File: src/rtl/epd_pkg.sv
package epd_pkg;
  localparam int unsigned DATA_W = 32;
  localparam int unsigned BYTES  = DATA_W / 8;
  localparam int unsigned BC_W   = $clog2(BYTES);

  typedef logic [DATA_W-1:0] word_t;
  typedef logic [BC_W-1:0]   bc_t;
  typedef logic [1:0]        fill_cnt_t;
endpackage

File: src/rtl/epd_hold2.sv
module epd_hold2 #(
  parameter int unsigned DATA_W = 32
) (
  input  logic              clk_i,
  input  logic              rst_ni,
  input  logic              push_i,
  input  logic              flush_i,
  input  logic              clr_i,
  input  logic [DATA_W-1:0] data_i,
  output logic [DATA_W-1:0] head_o,
  output logic [DATA_W-1:0] tail_o,
  output logic [1:0]        cnt_o
);
  logic [DATA_W-1:0] slot0_q, slot1_q;
  logic [1:0]        cnt_q;

  always_ff @(posedge clk_i or negedge rst_ni) begin
    if (!rst_ni) begin
      slot0_q <= '0;
      slot1_q <= '0;
      cnt_q   <= 2'd0;
    end else if (clr_i || flush_i) begin
      cnt_q <= 2'd0;
    end else if (push_i) begin
      unique case (cnt_q)
        2'd0: begin
          slot0_q <= data_i;
          cnt_q   <= 2'd1;
        end
        2'd1: begin
          slot1_q <= data_i;
          cnt_q   <= 2'd2;
        end
        default: begin
          slot0_q <= slot1_q;
          slot1_q <= data_i;
        end
      endcase
    end
  end

  assign head_o = slot0_q;
  assign tail_o = slot1_q;
  assign cnt_o  = cnt_q;

  // two entries at most
  a_r2_depth_two: assert property (@(posedge clk_i) disable iff (!rst_ni)
    cnt_q != 2'd3);
  // clear empties the buffer
  a_r9_clear_empties: assert property (@(posedge clk_i) disable iff (!rst_ni)
    clr_i |=> cnt_q == 2'd0);
endmodule

File: src/rtl/epd_bc_enc.sv
module epd_bc_enc
  import epd_pkg::*;
(
  input  logic      last_i,
  input  fill_cnt_t fill_i,
  output bc_t       bc_o
);
  localparam bc_t FULL = bc_t'(BYTES - 1);

  // fill bytes trim the last word only
  always_comb begin
    if (last_i) bc_o = FULL - bc_t'(fill_i);
    else        bc_o = FULL;
  end
endmodule

File: src/rtl/epd_crc_cmp.sv
module epd_crc_cmp #(
  parameter int unsigned DATA_W = 32
) (
  input  logic              clk_i,
  input  logic              rst_ni,
  input  logic              check_i,
  input  logic [DATA_W-1:0] rx_crc_i,
  input  logic [DATA_W-1:0] calc_crc_i,
  output logic              done_o,
  output logic              ok_o
);
  logic done_q, ok_q;

  always_ff @(posedge clk_i or negedge rst_ni) begin
    if (!rst_ni) begin
      done_q <= 1'b0;
      ok_q   <= 1'b0;
    end else begin
      done_q <= check_i;
      if (check_i) ok_q <= (rx_crc_i == calc_crc_i);
    end
  end

  assign done_o = done_q;
  assign ok_o   = ok_q;

  // status holds between checks
  a_r6_ok_holds: assert property (@(posedge clk_i) disable iff (!rst_ni)
    !check_i |=> $stable(ok_q));
endmodule

File: src/rtl/eof_payload_delay.sv
module eof_payload_delay
  import epd_pkg::*;
(
  input  logic              clk_i,
  input  logic              rst_ni,
  input  logic              in_valid_i,
  input  logic              in_eof_i,
  input  logic [DATA_W-1:0] in_data_i,
  input  logic              discard_i,
  input  logic [DATA_W-1:0] crc_calc_i,
  output logic              out_valid_o,
  output logic [DATA_W-1:0] out_data_o,
  output logic [BC_W-1:0]   out_bc_o,
  output logic              out_last_o,
  output logic              crc_done_o,
  output logic              crc_ok_o
);
  logic      push, flush, emit_mid, emit_fin, check;
  word_t     head, tail, rx_crc;
  logic [1:0] cnt;
  bc_t       bc_nxt;

  assign push  = in_valid_i && !in_eof_i && !discard_i;
  assign flush = in_eof_i && !discard_i;

  epd_hold2 #(.DATA_W(DATA_W)) u_hold (
    .clk_i  (clk_i),
    .rst_ni (rst_ni),
    .push_i (push),
    .flush_i(flush),
    .clr_i  (discard_i),
    .data_i (in_data_i),
    .head_o (head),
    .tail_o (tail),
    .cnt_o  (cnt)
  );

  assign emit_mid = push && (cnt == 2'd2);
  assign emit_fin = flush && (cnt == 2'd2);
  assign check    = flush && (cnt != 2'd0);
  // newest held word is the CRC
  assign rx_crc   = (cnt == 2'd2) ? tail : head;

  epd_bc_enc u_bc (
    .last_i(emit_fin),
    .fill_i(in_data_i[1:0]),
    .bc_o  (bc_nxt)
  );

  epd_crc_cmp #(.DATA_W(DATA_W)) u_crc (
    .clk_i     (clk_i),
    .rst_ni    (rst_ni),
    .check_i   (check),
    .rx_crc_i  (rx_crc),
    .calc_crc_i(crc_calc_i),
    .done_o    (crc_done_o),
    .ok_o      (crc_ok_o)
  );

  logic  vld_q, last_q;
  word_t data_q;
  bc_t   bc_q;

  always_ff @(posedge clk_i or negedge rst_ni) begin
    if (!rst_ni) begin
      vld_q  <= 1'b0;
      last_q <= 1'b0;
      data_q <= '0;
      bc_q   <= '0;
    end else begin
      vld_q  <= emit_mid || emit_fin;
      last_q <= emit_fin;
      if (emit_mid || emit_fin) begin
        data_q <= head;
        bc_q   <= bc_nxt;
      end
    end
  end

  assign out_valid_o = vld_q;
  assign out_data_o  = data_q;
  assign out_bc_o    = bc_q;
  assign out_last_o  = last_q;

  a_r3_mid_full: assert property (@(posedge clk_i) disable iff (!rst_ni)
    (out_valid_o && !out_last_o) |-> out_bc_o == bc_t'(BYTES - 1));
  a_r4_last_fill: assert property (@(posedge clk_i) disable iff (!rst_ni)
    out_last_o |-> (out_valid_o && $past(in_eof_i)
                    && out_bc_o == bc_t'(BYTES - 1) - bc_t'($past(in_data_i[1:0]))));
  a_r6_done_after_eof: assert property (@(posedge clk_i) disable iff (!rst_ni)
    crc_done_o |-> $past(in_eof_i) && !$past(discard_i));
  a_r8_gap_idle: assert property (@(posedge clk_i) disable iff (!rst_ni)
    (!in_valid_i && !in_eof_i) |=> !out_valid_o);
  a_r9_discard_quiet: assert property (@(posedge clk_i) disable iff (!rst_ni)
    discard_i |=> (!out_valid_o && !crc_done_o));
endmodule

File: config.mk
export PLATFORM = sky130hd
export DESIGN_NAME = eof_payload_delay
export DESIGN_NICKNAME = d
export VERILOG_FILES = /design/src/rtl/epd_pkg.sv /design/src/rtl/epd_hold2.sv /design/src/rtl/epd_bc_enc.sv /design/src/rtl/epd_crc_cmp.sv /design/src/rtl/eof_payload_delay.sv
export SDC_FILE = /design/constraint.sdc
export NUM_CORES = 1
export LEC_CHECK = 0
export ABC_AREA = 1
export ABC_CLOCK_PERIOD_IN_PS = 1400
export BUFFER_PORTS_ARGS = -buffer_cell sky130_fd_sc_hd__buf_4
export CAP_MARGIN = 20
export CORE_UTILIZATION = 50
export DETAILED_ROUTE_END_ITERATION = 10
export GPL_TIMING_DRIVEN = 0
export HOLD_SLACK_MARGIN = 0.1
export MAX_ROUTING_LAYER = met4
export PLACE_DENSITY = 0.77
export SLEW_MARGIN = 10
export SYNTH_ARGS = -nofsm -noshare
export SYNTH_HDL_FRONTEND = slang
export SYNTH_SLANG_ARGS = --single-unit
File: constraint.sdc
create_clock -name clk_i -period 1.4 [get_ports clk_i]
set_input_delay 0.07 -clock clk_i [delete_from_list [all_inputs] [get_ports clk_i]]
set_output_delay 0.07 -clock clk_i [all_outputs]
set_load 0.03 [all_outputs]
==> impl_metrics.json <==
{
  "status": "complete, but fails checks",
  "violations": "negative setup slack",
  "drt-pass1-iter-count": 6,
  "power_density_nw_per_um2": 1249,
  "cts_buffers": 9,
  "synth.area.top_cells": "dfrtp_1 (50%), nand2_1 (18%), o21ai_0 (9.0%)",
  "setup_viol": 100,
  "root_buffer": "clkbuf_8",
  "num_rows": 37,
  "hold_violations": 0,
  "antenna_found_initial": 0,
  "period_needed_ps": 1804,
  "clock_power_share_pct": 23.2,
  "syn_nets": 759,
  "cp_num_buf_inv": 2,
  "finalSetupTns_ps": -22990,
  "fmax_mhz": 554.4,
  "grt_pass1_vias": 5395,
  "criticalPathCategory": "register to register",
  "worstPathCellList": "inv_2 > nand2_4 > buf_4 > nand2_1 > nand2_1 > nand2_1 > a21oi_1 > nand3_1 > nor2_2 > nand2_1 > nand2_1",
  "reg2reg_to": "u_crc.ok_o$_DFFE_PN0P_",
  "switchingPower_mw": 3.383,
  "crit_required_ps": 1730,
  "dp_cells": 932,
  "tritoncts": "yes",
  "drt_iter0_markers": 542,
  "clock_latency_ps": 390,
  "syn_to_final_growth_pct": 42.46,
  "grt_pass1_wl_um": 26560,
  "setup_slack_ps": -403.7,
  "die_area_sq_um": 10920,
  "post_drt_wl_per_cell_um": 17.46,
  "grt_max_degree": 105,
  "drive_above_1_share_pct": 25.43,
  "p_sw_share_pct": 36.21,
  "critical_path.top_delay_family": "simple AND/OR/NAND/NOR gates",
  "path_clk_slew_ps": 100,
  "start_kind": "register",
  "slew_violations": 0,
  "die_h_um": 104.5,
  "rrSetupSlack_ps": -400,
  "synthCells": 690,
  "num_antenna_cells": 0,
  "cp_max_fo": 10,
  "hold_path_depth": 8,
  "synth_seq_area_share_pct": 49.56,
  "tightest_slew_ps": 950.9,
  "grtUsageTotal_pct": 32.39,
  "ys_types": 21,
  "routed_wl_um": 17690,
  "r2r_cells": 11,
  "drc": 0,
  "start_util_pct": 51.33,
  "rsz0062_at_grt": "yes",
  "postPlaceCellArea_sq_um": 6223,
  "power.internal_mw": 5.960,
  "path_common_cell": "nand2_1",
  "num_vias": 5663,
  "fin_crit_sh_pct": 128.8,
  "slowest_stage": "dfrtp_1",
  "syn_avg_cell_area_sq_um": 7.611,
  "htree_levels": 3,
  "slowest_delay_ps": 450,
  "gp_congestion": 0.8657,
  "worstHoldPathType": "primary input to register",
  "synth_top_cell_area_share_pct": 49.56,
  "clockBufferDepth": 2,
  "r2r_start": "u_hold.cnt_o[0]$_DFFE_PN0P_",
  "hold_start": "crc_calc_i[31]",
  "finalNetCount": 941,
  "pwr-share-seq_pct": 43.9,
  "synth_top_area_cell": "dfrtp_1",
  "grt-ovfl-total": 0,
  "instances_no_fill": 1013,
  "portBuffers": 106,
  "ir_drop_uv": 692.8,
  "min_to": "u_crc.ok_o$_DFFE_PN0P_",
  "die_w_um": 104.5,
  "synth_seq_cells": 104,
  "crit_arrival_ps": 2130,
  "netlist_area_sq_um": 5251,
  "crit_path_end_kind": "register",
  "maxCapViolCount": 0,
  "hpwlAfterDp_um": 10600,
  "skew_ps": 9.006,
  "power_frac_comb_pct": 32.9,
  "fp.coreArea_sq_um": 10230,
  "io_pins": 107,
  "synth-warning-count": 0,
  "routed_via_density": 5.590,
  "ant_nets": 0,
  "p_leak_nw": 3.800,
  "fin_util_pct": 73.12,
  "stdcell_area_sq_um": 7481,
  "relSlewSlack_pct": 36.61,
  "clock-sinks": 104
}
==> cell usage after synthesis <==
| cell type | count |
|---|---|
| a21oi_1 | 6 |
| buf_2 | 18 |
| buf_4 | 2 |
| buf_6 | 3 |
| clkbuf_1 | 11 |
| dfrtp_1 | 104 |
| inv_1 | 91 |
| inv_2 | 2 |
| nand2_1 | 245 |
| nand2_2 | 1 |
| nand2_4 | 1 |
| nand3_1 | 30 |
| nand3b_1 | 10 |
| nand4_1 | 5 |
| nor2_1 | 20 |
| nor2_4 | 1 |
| o211ai_1 | 34 |
| o21a_1 | 5 |
| o21ai_0 | 94 |
| o21ai_1 | 6 |
| o21ai_4 | 1 |
==> sequential cells by signal, indices dropped and copies added, names as in the netlist <==
signal,count
u_crc.ok_o,1
out_bc_o,2
u_hold.tail_o,32
u_hold.head_o,32
out_valid_o,1
u_hold.cnt_o,2
out_data_o,32
u_crc.done_o,1
out_last_o,1
==> logic make-up (layout without fill, tap and decap cells) <==
family / Yosys count / in the layout / share of synthesized area (%)
AOI/OAI and AO/OA: 146 / 146 / 15.99
buffers and inverters: 127 / 314 / 10.08
and+or+nand+nor: 313 / 313 / 24.37
DFF: 104 / 104 / 49.56
==> power groups by stage <==
stage / Sequential [mW] / Combinational, mW / Clock, mW
detailed placement: 4.13 / 2.70 / 0
floorplan: 4.60 / 1.18 / 0
CTS: 4.08 / 2.89 / 2.16
global placement: 4.10 / 2.62 / 0
global route: 4.17 / 3.36 / 2.26
finish: 4.11 / 3.07 / 2.16
==> area by class of cell <==
cell class              instances  area [sq um]
clock inverters                 6         92.59
well taps                     136         170.2
inverters                      93         354.1
clock buffers                  10         137.6
plain buffers                  33         414.1
flip-flops and latches        104          2604
multi-input cells             459          2218
fillers                       756          2750
repair buffers                172          1490
==> cell usage in the layout (no fill, tap or decap), drive strengths merged <==
| cell | Yosys | routed |
|---|---|---|
| bufinv | 0 | 2 |
| a21oi | 6 | 6 |
| clkinv | 0 | 3 |
| nand3b | 10 | 10 |
| clkinvlp | 0 | 2 |
| clkbuf | 11 | 18 |
| o21a | 5 | 5 |
| o21ai | 101 | 101 |
| nor2 | 21 | 21 |
| dlygate4sd3 | 0 | 36 |
| buf | 23 | 161 |
| nand4 | 5 | 5 |
| inv | 93 | 92 |
| nand3 | 30 | 30 |
| o211ai | 34 | 34 |
| nand2 | 247 | 247 |
| dfrtp | 104 | 104 |
==> routing by layer <==
metal	track usage (%)	wire length, um	up-vias
met4	16.02	663	0
met1	40.44	6935	2706
li1	-	-	2557
met3	5.576	1459	66
met2	50.99	8626	334
met5	-	0	-
==> timing repair <==
action	in CTS	in global routing
gates cloned	3	4
pin swaps	3	8
hold endpoints to repair	175	0
setup buffers	12	11
hold buffers	36	0
endpoints found under the setup margin	100	100
gates resized for setup	80	68
==> worst register-to-register path, cell delays in order (launching register included) <==
cell and delay (ps):
dfrtp_1 450, inv_2 90, nand2_4 130, buf_4 230
nand2_1 110, nand2_1 80, nand2_1 50, a21oi_1 150
nand3_1 110, nor2_2 170, nand2_1 110, nand2_1 70
==> worst max-delay path by stage <==
stage	startpoint	end	slack, ps	cells past startpoint
2_1_floorplan	u_hold.cnt_o[1]$_DFFE_PN0P_	out_data_o[17]$_DFFE_PN0P_	-6	9
3_3_place_gp	u_hold.cnt_o[1]$_DFFE_PN0P_	u_crc.ok_o$_DFFE_PN0P_	-520	11
3_5_place_dp	u_hold.cnt_o[1]$_DFFE_PN0P_	u_crc.ok_o$_DFFE_PN0P_	-540	11
4_1_cts	u_hold.cnt_o[1]$_DFFE_PN0P_	u_crc.ok_o$_DFFE_PN0P_	-300	12
5_1_grt	u_hold.cnt_o[0]$_DFFE_PN0P_	u_crc.ok_o$_DFFE_PN0P_	-470	11
6_report	u_hold.cnt_o[0]$_DFFE_PN0P_	u_crc.ok_o$_DFFE_PN0P_	-400	11
==> metrics by stage <==
step | setup WS [ps] | power (mW) | hold WS, ps
CTS | -304.7 | 9.118 | 210.1
global route | -473.7 | 9.795 | 235.0
finish | -403.7 | 9.343 | 222.6
detailed placement | -544.2 | 6.836 | 257.6
global placement | -523.9 | 6.720 | 265.4
floorplan | -6.147 | 5.782 | -225.6
(Power assumes the default switching activity.)
